===== config.mk =====
export PLATFORM = sky130hd
export DESIGN_NAME = doorbell_mbox
export DESIGN_NICKNAME = d
export VERILOG_FILES = /design/src/rtl/doorbell_mbox.sv
export SDC_FILE = /design/constraint.sdc
export NUM_CORES = 1
export LEC_CHECK = 0
export BUFFER_PORTS_ARGS = -buffer_cell sky130_fd_sc_hd__clkbuf_2
export CORE_ASPECT_RATIO = 1.5
export CORE_MARGIN = 1.5
export CORE_UTILIZATION = 38
export CTS_BUF_LIST = sky130_fd_sc_hd__clkbuf_16
export DETAILED_ROUTE_END_ITERATION = 16
export GPL_ROUTABILITY_DRIVEN = 0
export PLACE_DENSITY = 0.84
export SETUP_SLACK_MARGIN = 0.4
export SYNTH_ARGS = -nofsm -noshare
export SYNTH_HDL_FRONTEND = slang
export SYNTH_SLANG_ARGS = --single-unit

===== constraint.sdc =====
create_clock -name clk -period 1.7 [get_ports clk]
set_input_delay 0.085 -clock clk [delete_from_list [all_inputs] [get_ports clk]]
set_output_delay 0.085 -clock clk [all_outputs]
set_load 0.05 [all_outputs]

===== src/rtl/doorbell_mbox.sv =====
module doorbell_mbox #(
  parameter int NBITS  = 4,
  parameter int AW     = 12,
  parameter int ID_BASE = 'hFD0,
  parameter int ID_WORDS = 12
) (
  input  logic          clk,
  input  logic          rst_n,
  input  logic          psel,
  input  logic          penable,
  input  logic          pwrite,
  input  logic [AW-1:0] paddr,
  input  logic [31:0]   pwdata,
  output logic [31:0]   prdata,
  output logic          dir_err,
  output logic          addr_err,
  output logic          irq0,
  output logic          irq1
);
  localparam logic [AW-1:0] OFS_STAT0 = AW'('h00);
  localparam logic [AW-1:0] OFS_SET0  = AW'('h04);
  localparam logic [AW-1:0] OFS_CLR0  = AW'('h08);
  localparam logic [AW-1:0] OFS_STAT1 = AW'('h10);
  localparam logic [AW-1:0] OFS_SET1  = AW'('h14);
  localparam logic [AW-1:0] OFS_CLR1  = AW'('h18);
  localparam logic [AW-1:0] ID_LO     = AW'(ID_BASE);
  localparam logic [AW-1:0] ID_HI     = AW'(ID_BASE + 4 * (ID_WORDS - 1));

  logic [NBITS-1:0] pend0, pend1;

  wire acc = psel & penable;
  wire wr  = acc & pwrite;
  wire rd  = acc & ~pwrite;
  wire aligned = (paddr[1:0] == 2'b00);

  wire h_stat0 = aligned && paddr == OFS_STAT0;
  wire h_set0  = aligned && paddr == OFS_SET0;
  wire h_clr0  = aligned && paddr == OFS_CLR0;
  wire h_stat1 = aligned && paddr == OFS_STAT1;
  wire h_set1  = aligned && paddr == OFS_SET1;
  wire h_clr1  = aligned && paddr == OFS_CLR1;
  wire h_id    = aligned && paddr >= ID_LO && paddr <= ID_HI;

  wire h_stat = h_stat0 | h_stat1;
  wire h_wo   = h_set0 | h_clr0 | h_set1 | h_clr1;
  wire known  = h_stat | h_wo | h_id;

  wire [NBITS-1:0] wbits = pwdata[NBITS-1:0];

  function automatic logic [7:0] id_byte(input logic [AW-1:0] idx);
    case (idx)
      0:  id_byte = 8'h04;
      4:  id_byte = 8'h56;
      5:  id_byte = 8'hB8;
      6:  id_byte = 8'h0B;
      8:  id_byte = 8'h0D;
      9:  id_byte = 8'hF0;
      10: id_byte = 8'h05;
      11: id_byte = 8'hB1;
      default: id_byte = 8'h00;
    endcase
  endfunction

  wire [AW-1:0] id_idx = (paddr - ID_LO) >> 2;

  always_ff @(posedge clk or negedge rst_n) begin
    if (!rst_n) begin
      pend0 <= '0;
      pend1 <= '0;
    end else if (wr) begin
      if (h_set0) pend0 <= pend0 | wbits;
      if (h_clr0) pend0 <= pend0 & ~wbits;
      if (h_set1) pend1 <= pend1 | wbits;
      if (h_clr1) pend1 <= pend1 & ~wbits;
    end
  end

  always_comb begin
    prdata = '0;
    if (rd) begin
      if (h_stat0)   prdata = 32'(pend0);
      else if (h_stat1) prdata = 32'(pend1);
      else if (h_id) prdata = 32'(id_byte(id_idx));
    end
  end

  assign dir_err  = (wr & (h_stat | h_id)) | (rd & h_wo);
  assign addr_err = acc & ~known;
  assign irq0 = |pend0;
  assign irq1 = |pend1;


  set0_or_chk: assert property (@(posedge clk) disable iff (!rst_n)
    (wr && h_set0) |=> pend0 == ($past(pend0) | $past(wbits)));

  clr1_mask_chk: assert property (@(posedge clk) disable iff (!rst_n)
    (wr && h_clr1) |=> pend1 == ($past(pend1) & ~$past(wbits)));

  ro_write_chk: assert property (@(posedge clk) disable iff (!rst_n)
    (wr && (h_stat || h_id)) |=> $stable(pend0) && $stable(pend1));

  bad_addr_chk: assert property (@(posedge clk) disable iff (!rst_n)
    addr_err |-> prdata == 32'd0 && !dir_err);

  bad_write_chk: assert property (@(posedge clk) disable iff (!rst_n)
    addr_err |=> $stable(pend0) && $stable(pend1));

  idle_chk: assert property (@(posedge clk) disable iff (!rst_n)
    !penable |=> $stable(pend0) && $stable(pend1));

  irq_follow_chk: assert property (@(posedge clk) disable iff (!rst_n)
    !(wr && h_wo) |=> $stable(irq0) && $stable(irq1));
endmodule


==> impl_metrics.csv, run 1 <==
group,metric,value,unit
outcome,status,"finished, final reports clean",
sta,fin_worst_skew,0,ns
synthesis,ys_warn_count,0,
hold_path,worstHoldPathType,"in2reg",
worst_setup_path,cp_slowest_cell,"or4_4",
worst_setup_path,cp-end-kind,"primary output",
clock_network,clock_path_buffers,2,
worst_setup_path,cp.arrival,1.51,ns
worst_setup_path,cp_top_family,"simple AND/OR/NAND/NOR gates",
synthesis,seq_area_frac_synth,0.1995,
power_and_ir_drop,p_per_area,521.2,nW/µm²
synthesis,syn_inst,125,
worst_setup_path,crit_fanout,3,
grt,grt_pass1_wl,5561,µm
final_layout,stdcell_count,203,
grt,grt_pass1_vias,1214,
final_layout,final_common_cell,"conb_1",
clock_network,ctsRootBufferMaster,"clkbuf_16",
drt,drtIter0Drc,76,
drt,drtAntennaViolNets,0,
placement,dp_hpwl,2167,µm
clock_network,htreeDepth,1,
grt,antenna_found_initial,0,
final_layout,drive_above_1_share,0.5475,
power_and_ir_drop,finalPower,0.9463,mW
synthesis,ys_async_sr_fraction,1.000,
grt,grt_overflow_total,0,
final_layout,fillCellCount,169,
drt,firstDrtPassIters,4,
synthesis,synth_edf_count,0,
final_layout,diodes,0,
floorplan,start_util,0.4051,
clock_network,insertion_delay,0.24,ns
power_and_ir_drop,leakagePower,0.8129,nW
synthesis,post-synth-top-area-fraction,0.1995,
placement,placed_cells,187,
final_layout,final_cell_mix,"24 x conb_1, 20 x buf_4, 16 x clkbuf_2",
floorplan,fp.coreArea,2477,µm²
sta,fmax,0.6284,GHz
floorplan,die_w,44.96,µm
clock_network,clkSinkCount,8,
worst_setup_path,cp.buffers_inverters,3,
placement,numPortBuffers,32,
run,cap_viol_max_count,0,
synthesis,ys_ff_latch,8,
final_layout,multi_input_area,890.9,µm²
worst_setup_path,setup.worst_path.start_class,"input port",
synthesis,postSynthAreaPerCell,8.028,µm²
floorplan,die-area,2964,µm²
sta,fin_setup_tns,0,ns
worst_setup_path,slowest_delay,0.44,ns
sta,final.min_clock_period,1.591,ns
drt,via_per_inst,5.946,
floorplan,rows,22,
floorplan,io_pins,85,
worst_setup_path,path_class,"in2out",
grt,grt_start_max_net_pins,13,
synthesis,synth_largest_area_cell,"dfrtp_1",
power_and_ir_drop,ir_worst_vdd,0.7676,mV
final_layout,fin_nets,236,
final_layout,fin_util,0.7328,
drt,routed_wl,3777,µm
synthesis,netlist_area,1003,µm²
worst_setup_path,required,1.62,ns
drt,drc_errors,0,
clock_network,cts_tree,"built",
sta,finalCritPeriodShare,0.9361,
clock_network,cts.clk_slew.worst_paths,0.04,ns
final_layout,syn_to_final_growth,80.92,%
synthesis,synthTopCellsByArea,"dfrtp_1 20%, buf_4 19%, a31oi_1 10%, ha_1 7.5%, a21oi_1 4.0%",
final_layout,seqCellArea,200.2,µm²
synthesis,ys_types,38,
sta,setup_viol,0,
sta,finalMaxSlewViolations,0,
sta,finalHoldViolCount,0,
grt,grtUsageTotal,0.2586,
synthesis,synthFlopType,"dfrtp_1",
floorplan,dieHeight,65.94,µm
clock_network,cts_buffers,3,
drt,vias,1207,
worst_setup_path,path_cells,"clkbuf_8, inv_6, ha_4, and2b_1, a22oi_1, or4_4, a21oi_4, buf_8",
sta,rsz0062_at_grt,"yes",
drt,routedWlPerCell,18.61,µm
-- per-layer routing --
metal	GRT usage	wire, µm	vias to the layer above
li1	-	-	530
met1	0.2492	1216	579
met2	0.4732	2156	79
met3	0.03279	223	19
met4	0.1838	181	0
met5	0	0	-
-- synth_stat cells, types with 3 or more instances --
master,instances
buf_4,26
dfrtp_1,8
ha_1,6
a31oi_1,16
a22oi_1,3
nand2_1,7
nor2_1,4
or4_1,3
buf_2,3
a21oi_1,8
o21a_1,3
o21ai_0,3
o22ai_1,3
inv_1,5
-- worst register-to-register path, delay by kind of cell, from the launching register on --
kind / cells / cell delay [ns]
buffers and inverters: 1 / 0.15
AOI/OAI and AO/OA: 2 / 0.29
DFF: 1 / 0.39
-- final timing paths --
check / start / to / slack, ns / depth (start not counted)
worst max-delay path: paddr[4] / prdata[3] / 0.11 / 8
worst min-delay path: pwdata[2] / flop / 0.11 / 2
worst max register to register: flop / flop / 0.72 / 3
worst min register to register: flop / flop / 0.65 / 2
max in group asynchronous: rst_n / async pin / 1.27 / 2
min in group asynchronous: rst_n / async pin / 0.25 / 2
-- where the power goes --
part           switching (mW)  leakage (nW)  total, mW  internal [mW]
clock                   0.102        0.0370      0.406          0.304
sequential           0.000409         0.112      0.192          0.192
combinational           0.235         0.664      0.348          0.113
total                   0.337         0.813      0.946          0.609
-- area by class of cell --
class / count / area share
sequential: 8 / 0.1103
timing repair buffer: 57 / 0.3198
clock buffer: 3 / 0.04135
tap: 24 / 0.01654
multi-input combinational: 106 / 0.4907
inverter: 5 / 0.02136
-- metrics by stage --
| step | hold WS, ns | worst slack, ns | area [µm²] |
|---|---|---|---|
| floorplan | -0.2106 | 0.2122 | 1206 |
| global placement | -0.06909 | -0.01544 | 1316 |
| detailed placement | -0.05880 | -0.03745 | 1316 |
| CTS | 0.08091 | 0.1245 | 1750 |
| global route | 0.1182 | 0.08933 | 1815 |
| finish | 0.1071 | 0.1086 | 1815 |
-- logic make-up (layout without fill, tap and decap cells) --
kind of cell	after synthesis	count (layout)	synth area share
compound gates	43	43	0.2793
flops	8	8	0.1995
simple gates	32	33	0.2107
fa+ha+maj	6	6	0.07481
other cells	1	24	0.003737
buf+inv	35	65	0.2319
-- repair_timing --
item / CTS / global route
pin swaps: 9 / 3
gates resized for setup: 54 / 11
buffers inserted: 8 / 3
cloned: 0 / 1
hold buffers: 1 / 0
setup endpoints to repair: 20 / 17
hold endpoints to repair: 8 / 0
Power figures use the tool's default switching activity.
==> run 2, diff against run 1 <==
--- a/config.mk
+++ b/config.mk
@@ -8,2 +8,3 @@
 export BUFFER_PORTS_ARGS = -buffer_cell sky130_fd_sc_hd__clkbuf_2
+export CAP_MARGIN = 40
 export CORE_ASPECT_RATIO = 1.5
==> constraint.sdc (replaced) <==
create_clock -name clk -period 1.7 [get_ports clk]
set_input_delay 0.425 -clock clk [delete_from_list [all_inputs] [get_ports clk]]
set_output_delay 0.425 -clock clk [all_outputs]
set_load 0.05 [all_outputs]
==> run 2 against run 1 <==
  * The flow now finishes with violations (negative setup slack)
  * Final cell count increased by 4.9%
  * Clock skew unchanged
  * Total power increased by 6.7%
  * Non-clock buffer count increased by 10
  * Die area unchanged
  * Hold slack got worse by 0.076 ns
  * First-iteration DRC count increased by 59%
  * Flip-flop and latch count unchanged
  * Combinational power increased by 18%
  * Highest routed layer unchanged
==> impl_metrics.csv, run 2 (synthesized netlist as in run 1, its figures left out) <==
group,metric,value,unit
clock_network,ctsRootBufferMaster,"clkbuf_16",
drt,drtAntennaViolNets,0,
final_layout,design_area,2027,µm²
outcome,status,"complete, but fails checks",
sta,finalHoldViolCount,0,
sta,finalMaxSlewViolations,0,
final_layout,fin_util,0.8182,
drt,met1_length,1763,µm
floorplan,rows,22,
clock_network,cts_buffers,3,
placement,dpl_cell_area,1445,µm²
floorplan,die_w,44.96,µm
sta,setup_viol,12,
final_layout,final_cell_mix,"28 x buf_4, 24 x conb_1, 13 x clkbuf_2, 13 x buf_8",
final_layout,final_common_cell,"buf_4",
clock_network,htreeDepth,1,
final_layout,seqCellArea,200.2,µm²
floorplan,io_pins,85,
final_layout,diodes,0,
worst_setup_path,cp-end-kind,"primary output",
power_and_ir_drop,share_comb_of_total_power,0.406,
sta,final.setup.worst_slack,-0.7034,ns
drt,drtIter0Drc,121,
power_and_ir_drop,clockPowerShare,0.404,
hold_path,worstHoldPathType,"in2async",
drt,vias,1353,
final_layout,multi_input_area,989.7,µm²
worst_setup_path,cp.arrival,1.98,ns
final_layout,drive_above_1_share,0.6085,
worst_setup_path,slowest_delay,0.48,ns
placement,dp_slack,-0.7041,ns
sta,finalCritPeriodShare,1.414,
worst_setup_path,crit_fanout,3,
sta,fin_worst_skew,0,ns
final_layout,syn_to_final_growth,102.0,%
worst_setup_path,cp_slowest_cell,"or4_4",
floorplan,die-area,2964,µm²
grt,grt_pass1_vias,1313,
sta,fmax,0.4161,GHz
final_layout,fin_nets,246,
grt,grt_start_max_net_pins,11,
worst_setup_path,reg2regPathDepth,4,
grt,grtUsageTotal,0.3165,
worst_setup_path,required,1.27,ns
power_and_ir_drop,swShare,0.3752,
drt,via_per_inst,6.352,
floorplan,dieHeight,65.94,µm
drt,route.met2.wl,2647,µm
power_and_ir_drop,power_frac_seq,0.190,
power_and_ir_drop,p_per_area,498.1,nW/µm²
drt,dr.max_layer_used,"met4",
run,cap_viol_max_count,0,
worst_setup_path,path_cells,"clkbuf_16, inv_12, ha_4, nor2b_2, a22oi_1, or4_4, a21oi_4, buf_8",
floorplan,fp.coreArea,2477,µm²
worst_setup_path,path_class,"in2out",
power_and_ir_drop,leakagePower,0.8940,nW
grt,grt_pass1_wl,6644,µm
power_and_ir_drop,p_int,0.6309,mW
drt,firstDrtPassIters,5,
clock_network,cts.clk_slew.worst_paths,0.04,ns
sta,rsz0062_at_grt,"yes",
grt,antenna_found_initial,0,
floorplan,start_util,0.4051,
power_and_ir_drop,p_sw,0.3788,mW
outcome,violations,"negative setup slack",
drt,drc_errors,0,
placement,numPortBuffers,32,
clock_network,clock_path_buffers,2,
clock_network,clkSinkCount,8,
drt,routedWlPerCell,24.44,µm
grt,grt_overflow_total,0,
placement,dp_hpwl,2509,µm
sta,final.min_clock_period,2.403,ns
drt,routed_wl,5205,µm
clock_network,insertion_delay,0.24,ns
power_and_ir_drop,ir_worst_vdd,0.6520,mV
clock_network,cts_tree,"built",
final_layout,fillCellCount,130,
drt,wl_met3,410,µm
worst_setup_path,setup.worst_path.start_class,"input port",
[run 2: changes by cell type in the layout (fill, tap and decap cells not counted), moves of 2 or more]
cell,previous run,this run
clkbuf_2,16,13
clkbuf_8,3,0
buf_4,20,28
a31oi_4,1,7
buf_8,7,13
buf_6,3,8
buf_12,3,1
a31oi_1,15,8
[run 2: metrics by stage]
stage	setup TNS (ns)	cells	hold WS [ns]	power [mW]
after floorplan	-3.403	148	0.1294	0.4463
after global placement	-7.466	197	0.2723	0.4975
after detailed placement	-8.271	197	0.2864	0.5052
after CTS	-5.130	209	0.03811	0.9464
after global routing	-5.772	213	0.03957	1.033
final	-5.405	213	0.03130	1.010
[run 2: area by class of cell]
| type | instances | area share |
|---|---|---|
| inverter | 5 | 0.02531 |
| sequential | 8 | 0.09877 |
| multi-input combinational | 106 | 0.4883 |
| clock buffer | 3 | 0.03704 |
| tap | 24 | 0.01481 |
| timing repair buffer | 67 | 0.3358 |
[run 2: worst paths after layout]
kind | from | to | slack, ns
hold / removal | rst_n | async pin | 0.03
hold reg to reg | flop | flop | 0.62
max in group asynchronous | rst_n | async pin | 1.49
setup / recovery | paddr[5] | prdata[3] | -0.70
min in group clk | pwdata[1] | flop | 0.48
setup reg to reg | flop | flop | 0.73
[run 2: repair_timing]
| item | 4_1_cts | 5_1_grt |
|---|---|---|
| hold buffers | 0 | 0 |
| setup endpoints to repair | 20 | 20 |
| buffers inserted | 8 | 4 |
| gates resized for setup | 44 | 41 |
| cloned | 1 | 0 |
| pin swaps | 10 | 18 |
| hold endpoints to repair | 0 | 0 |
[run 2: worst max-delay path, delay by kind of cell]
| kind | cells | cell delay [ns] |
|---|---|---|
| buffers and inverters | 3 | 0.31 |
| adders and majority gates | 1 | 0.25 |
| AOI/OAI and AO/OA | 2 | 0.34 |
| and+or+nand+nor | 2 | 0.64 |
[run 2: layer usage]
layer	GRT usage	vias up
li1	-	554
met1	0.3221	643
met2	0.5500	117
met3	0.05464	39
met4	0.2279	0
met5	0	-
[run 2: power groups by stage]
stage / Clock [mW] / Sequential (mW) / Combinational, mW
6_report: 0.408 / 0.192 / 0.409
3_3_place_gp: 0 / 0.195 / 0.303
5_1_grt: 0.419 / 0.192 / 0.423
3_5_place_dp: 0 / 0.195 / 0.311
4_1_cts: 0.404 / 0.192 / 0.350
2_1_floorplan: 0 / 0.195 / 0.252
==> run 3, diff against run 2 <==
Settings changed: CORE_ASPECT_RATIO 1.5 to not set, CTS_BUF_LIST sky130_fd_sc_hd__clkbuf_16 to not set.
==> run 3 against run 2 <==
  * Die area down 0.22%
  * Clock-buffer cell count unchanged
  * Final cell count grew 2.8%
  * Register-to-register slack improved by 0.09 ns
  * Largest power group unchanged
  * Sequential share of layout area rose by 1.1 points
  * Final area is 9.7% lower
  * Setup slack better by 0.14 ns
  * Critical endpoint is now prdata[1]
  * Maximum frequency increased by 6.1%
  * Flip-flop and latch count did not move
  * Clock skew stayed put
  * The run ends with negative hold slack, negative setup slack left
  * Via count down 8.2%
==> impl_metrics.csv, run 3 (synthesized netlist as in run 1, its figures left out) <==
group,metric,value,unit
sta,finalMaxSlewViolations,0,
sta,fmax,0.4413,GHz
worst_setup_path,slowest_delay,0.25,ns
final_layout,syn_to_final_growth,82.42,%
sta,setup_viol,12,
placement,dpl_cell_area,1565,µm²
grt,grt.busiest_layer,"met2",
worst_setup_path,cp.buffers_inverters,5,
grt,met1_usage,0.2613,
clock_network,clkSinkCount,8,
grt,grt_overflow_total,0,
grt,antenna_found_initial,0,
grt,grt_start_max_net_pins,15,
floorplan,dieHeight,54.39,µm
drt,routed_wl,3642,µm
worst_setup_path,crit_fanout,4,
grt,use_met2,0.4739,
sta,final.setup.worst_slack,-0.5659,ns
worst_setup_path,setup.worst_path.start_class,"input port",
outcome,status,"complete, but fails checks",
drt,drc_errors,0,
floorplan,io_pins,85,
clock_network,clock_path_buffers,2,
grt,grtUsageTotal,0.2550,
grt,grt_pass1_vias,1163,
clock_network,cts_tree,"built",
drt,drtAntennaViolNets,0,
final_layout,final_cell_mix,"32 x buf_4, 24 x conb_1, 17 x clkbuf_2",
drt,vias,1242,
worst_setup_path,path_class,"in2out",
floorplan,rows,18,
sta,finalHoldViolCount,4,
placement,numPortBuffers,32,
run,cap_viol_max_count,0,
final_layout,drive_above_1_share,0.5926,
worst_setup_path,critPathMostFrequentCell,"buf_4",
clock_network,ctsRootBufferMaster,"clkbuf_4",
floorplan,die_w,54.39,µm
final_layout,final_common_cell,"buf_4",
sta,rsz0062_at_grt,"yes",
placement,dp_hpwl,2543,µm
worst_setup_path,cp.arrival,1.84,ns
drt,via_per_inst,5.671,
drt,firstDrtPassIters,5,
power_and_ir_drop,ir_worst_vdd,0.3412,mV
grt,met3_usage,0.05738,
grt,grt_pass1_wl,5340,µm
final_layout,design_area,1831,µm²
sta,finalCritPeriodShare,1.333,
hold_path,worstHoldPathType,"in2async",
power_and_ir_drop,leakagePower,0.8426,nW
outcome,violations,"negative hold slack, negative setup slack",
sta,holdWs,-0.003788,ns
final_layout,fillCellCount,171,
clock_network,cts.clk_slew.worst_paths,0.06,ns
floorplan,start_util,0.4051,
worst_setup_path,cp_num_cells,10,
clock_network,htreeDepth,1,
power_and_ir_drop,p_per_area,391.3,nW/µm²
worst_setup_path,cp_top_family,"buffers and inverters",
drt,routedWlPerCell,16.63,µm
clock_network,cts_buffers,3,
floorplan,die-area,2958,µm²
clock_network,insertion_delay,0.27,ns
sta,fin_worst_skew,0,ns
floorplan,fp.coreArea,2477,µm²
placement,placed_cells,210,
final_layout,stdcell_count,219,
worst_setup_path,path_cells,"clkbuf_16, inv_12, ha_4, and2b_2, buf_4, buf_4, o21ai_0, o22ai_2, o21a_2, buf_12",
worst_setup_path,cp-end-kind,"primary output",
final_layout,diodes,0,
sta,final.min_clock_period,2.266,ns
drt,drtIter0Drc,63,
final_layout,fin_nets,246,
worst_setup_path,required,1.27,ns
worst_setup_path,reg2regPathDepth,3,
worst_setup_path,cp_slowest_cell,"ha_4",
[run 3: routing by layer]
metal,vias up,part of all wire,routed length (µm)
met5,-,0,0
met4,0,0.035,128
met3,16,0.088,320
met2,98,0.52,1888
met1,580,0.36,1303
li1,548,-,-
[run 3: final timing paths]
path                             endpoint  slack, ns  startpoint
worst max register to register       flop       0.82        flop
worst max-delay path            prdata[1]      -0.57    paddr[5]
max in group asynchronous       async pin       1.52       rst_n
min in group clk                     flop       0.40   pwdata[0]
worst min register to register       flop       0.59        flop
worst min-delay path            async pin     -0.004       rst_n
[run 3: stage by stage]
| step | setup WS (ns) | TNS [ns] | utilization | power (mW) |
|---|---|---|---|---|
| final | -0.5659 | -5.108 | 0.7389 | 0.7164 |
| after global routing | -0.6196 | -5.681 | 0.7389 | 0.7480 |
| after CTS | -0.5471 | -5.102 | 0.7116 | 0.6915 |
| after detailed placement | -0.7209 | -7.379 | 0.6318 | 0.5145 |
| after global placement | -0.6586 | -6.550 | 0.6318 | 0.5043 |
| after floorplan | -0.4678 | -3.403 | - | 0.4463 |
[run 3: repair_timing]
item | CTS | global route
setup buffers | 3 | 3
hold buffers | 0 | 0
resized for setup | 29 | 13
setup endpoints to repair | 20 | 20
pin swaps | 3 | 10
[run 3: cell type report]
cell class	instances	area, µm²	area share
Multi-Input combinational cell	105	888.4	0.4853
Timing Repair Buffer	68	638.1	0.3486
Sequential cell	8	200.2	0.1094
Inverter	5	43.79	0.02392
Tap cell	30	37.54	0.02051
Clock buffer	3	22.52	0.01230
[run 3: where the power goes]
group | internal, mW | switching [mW] | total, mW
registers | 0.191 | 0.000358 | 0.191
clock network | 0.0812 | 0.0716 | 0.153
logic | 0.127 | 0.245 | 0.372
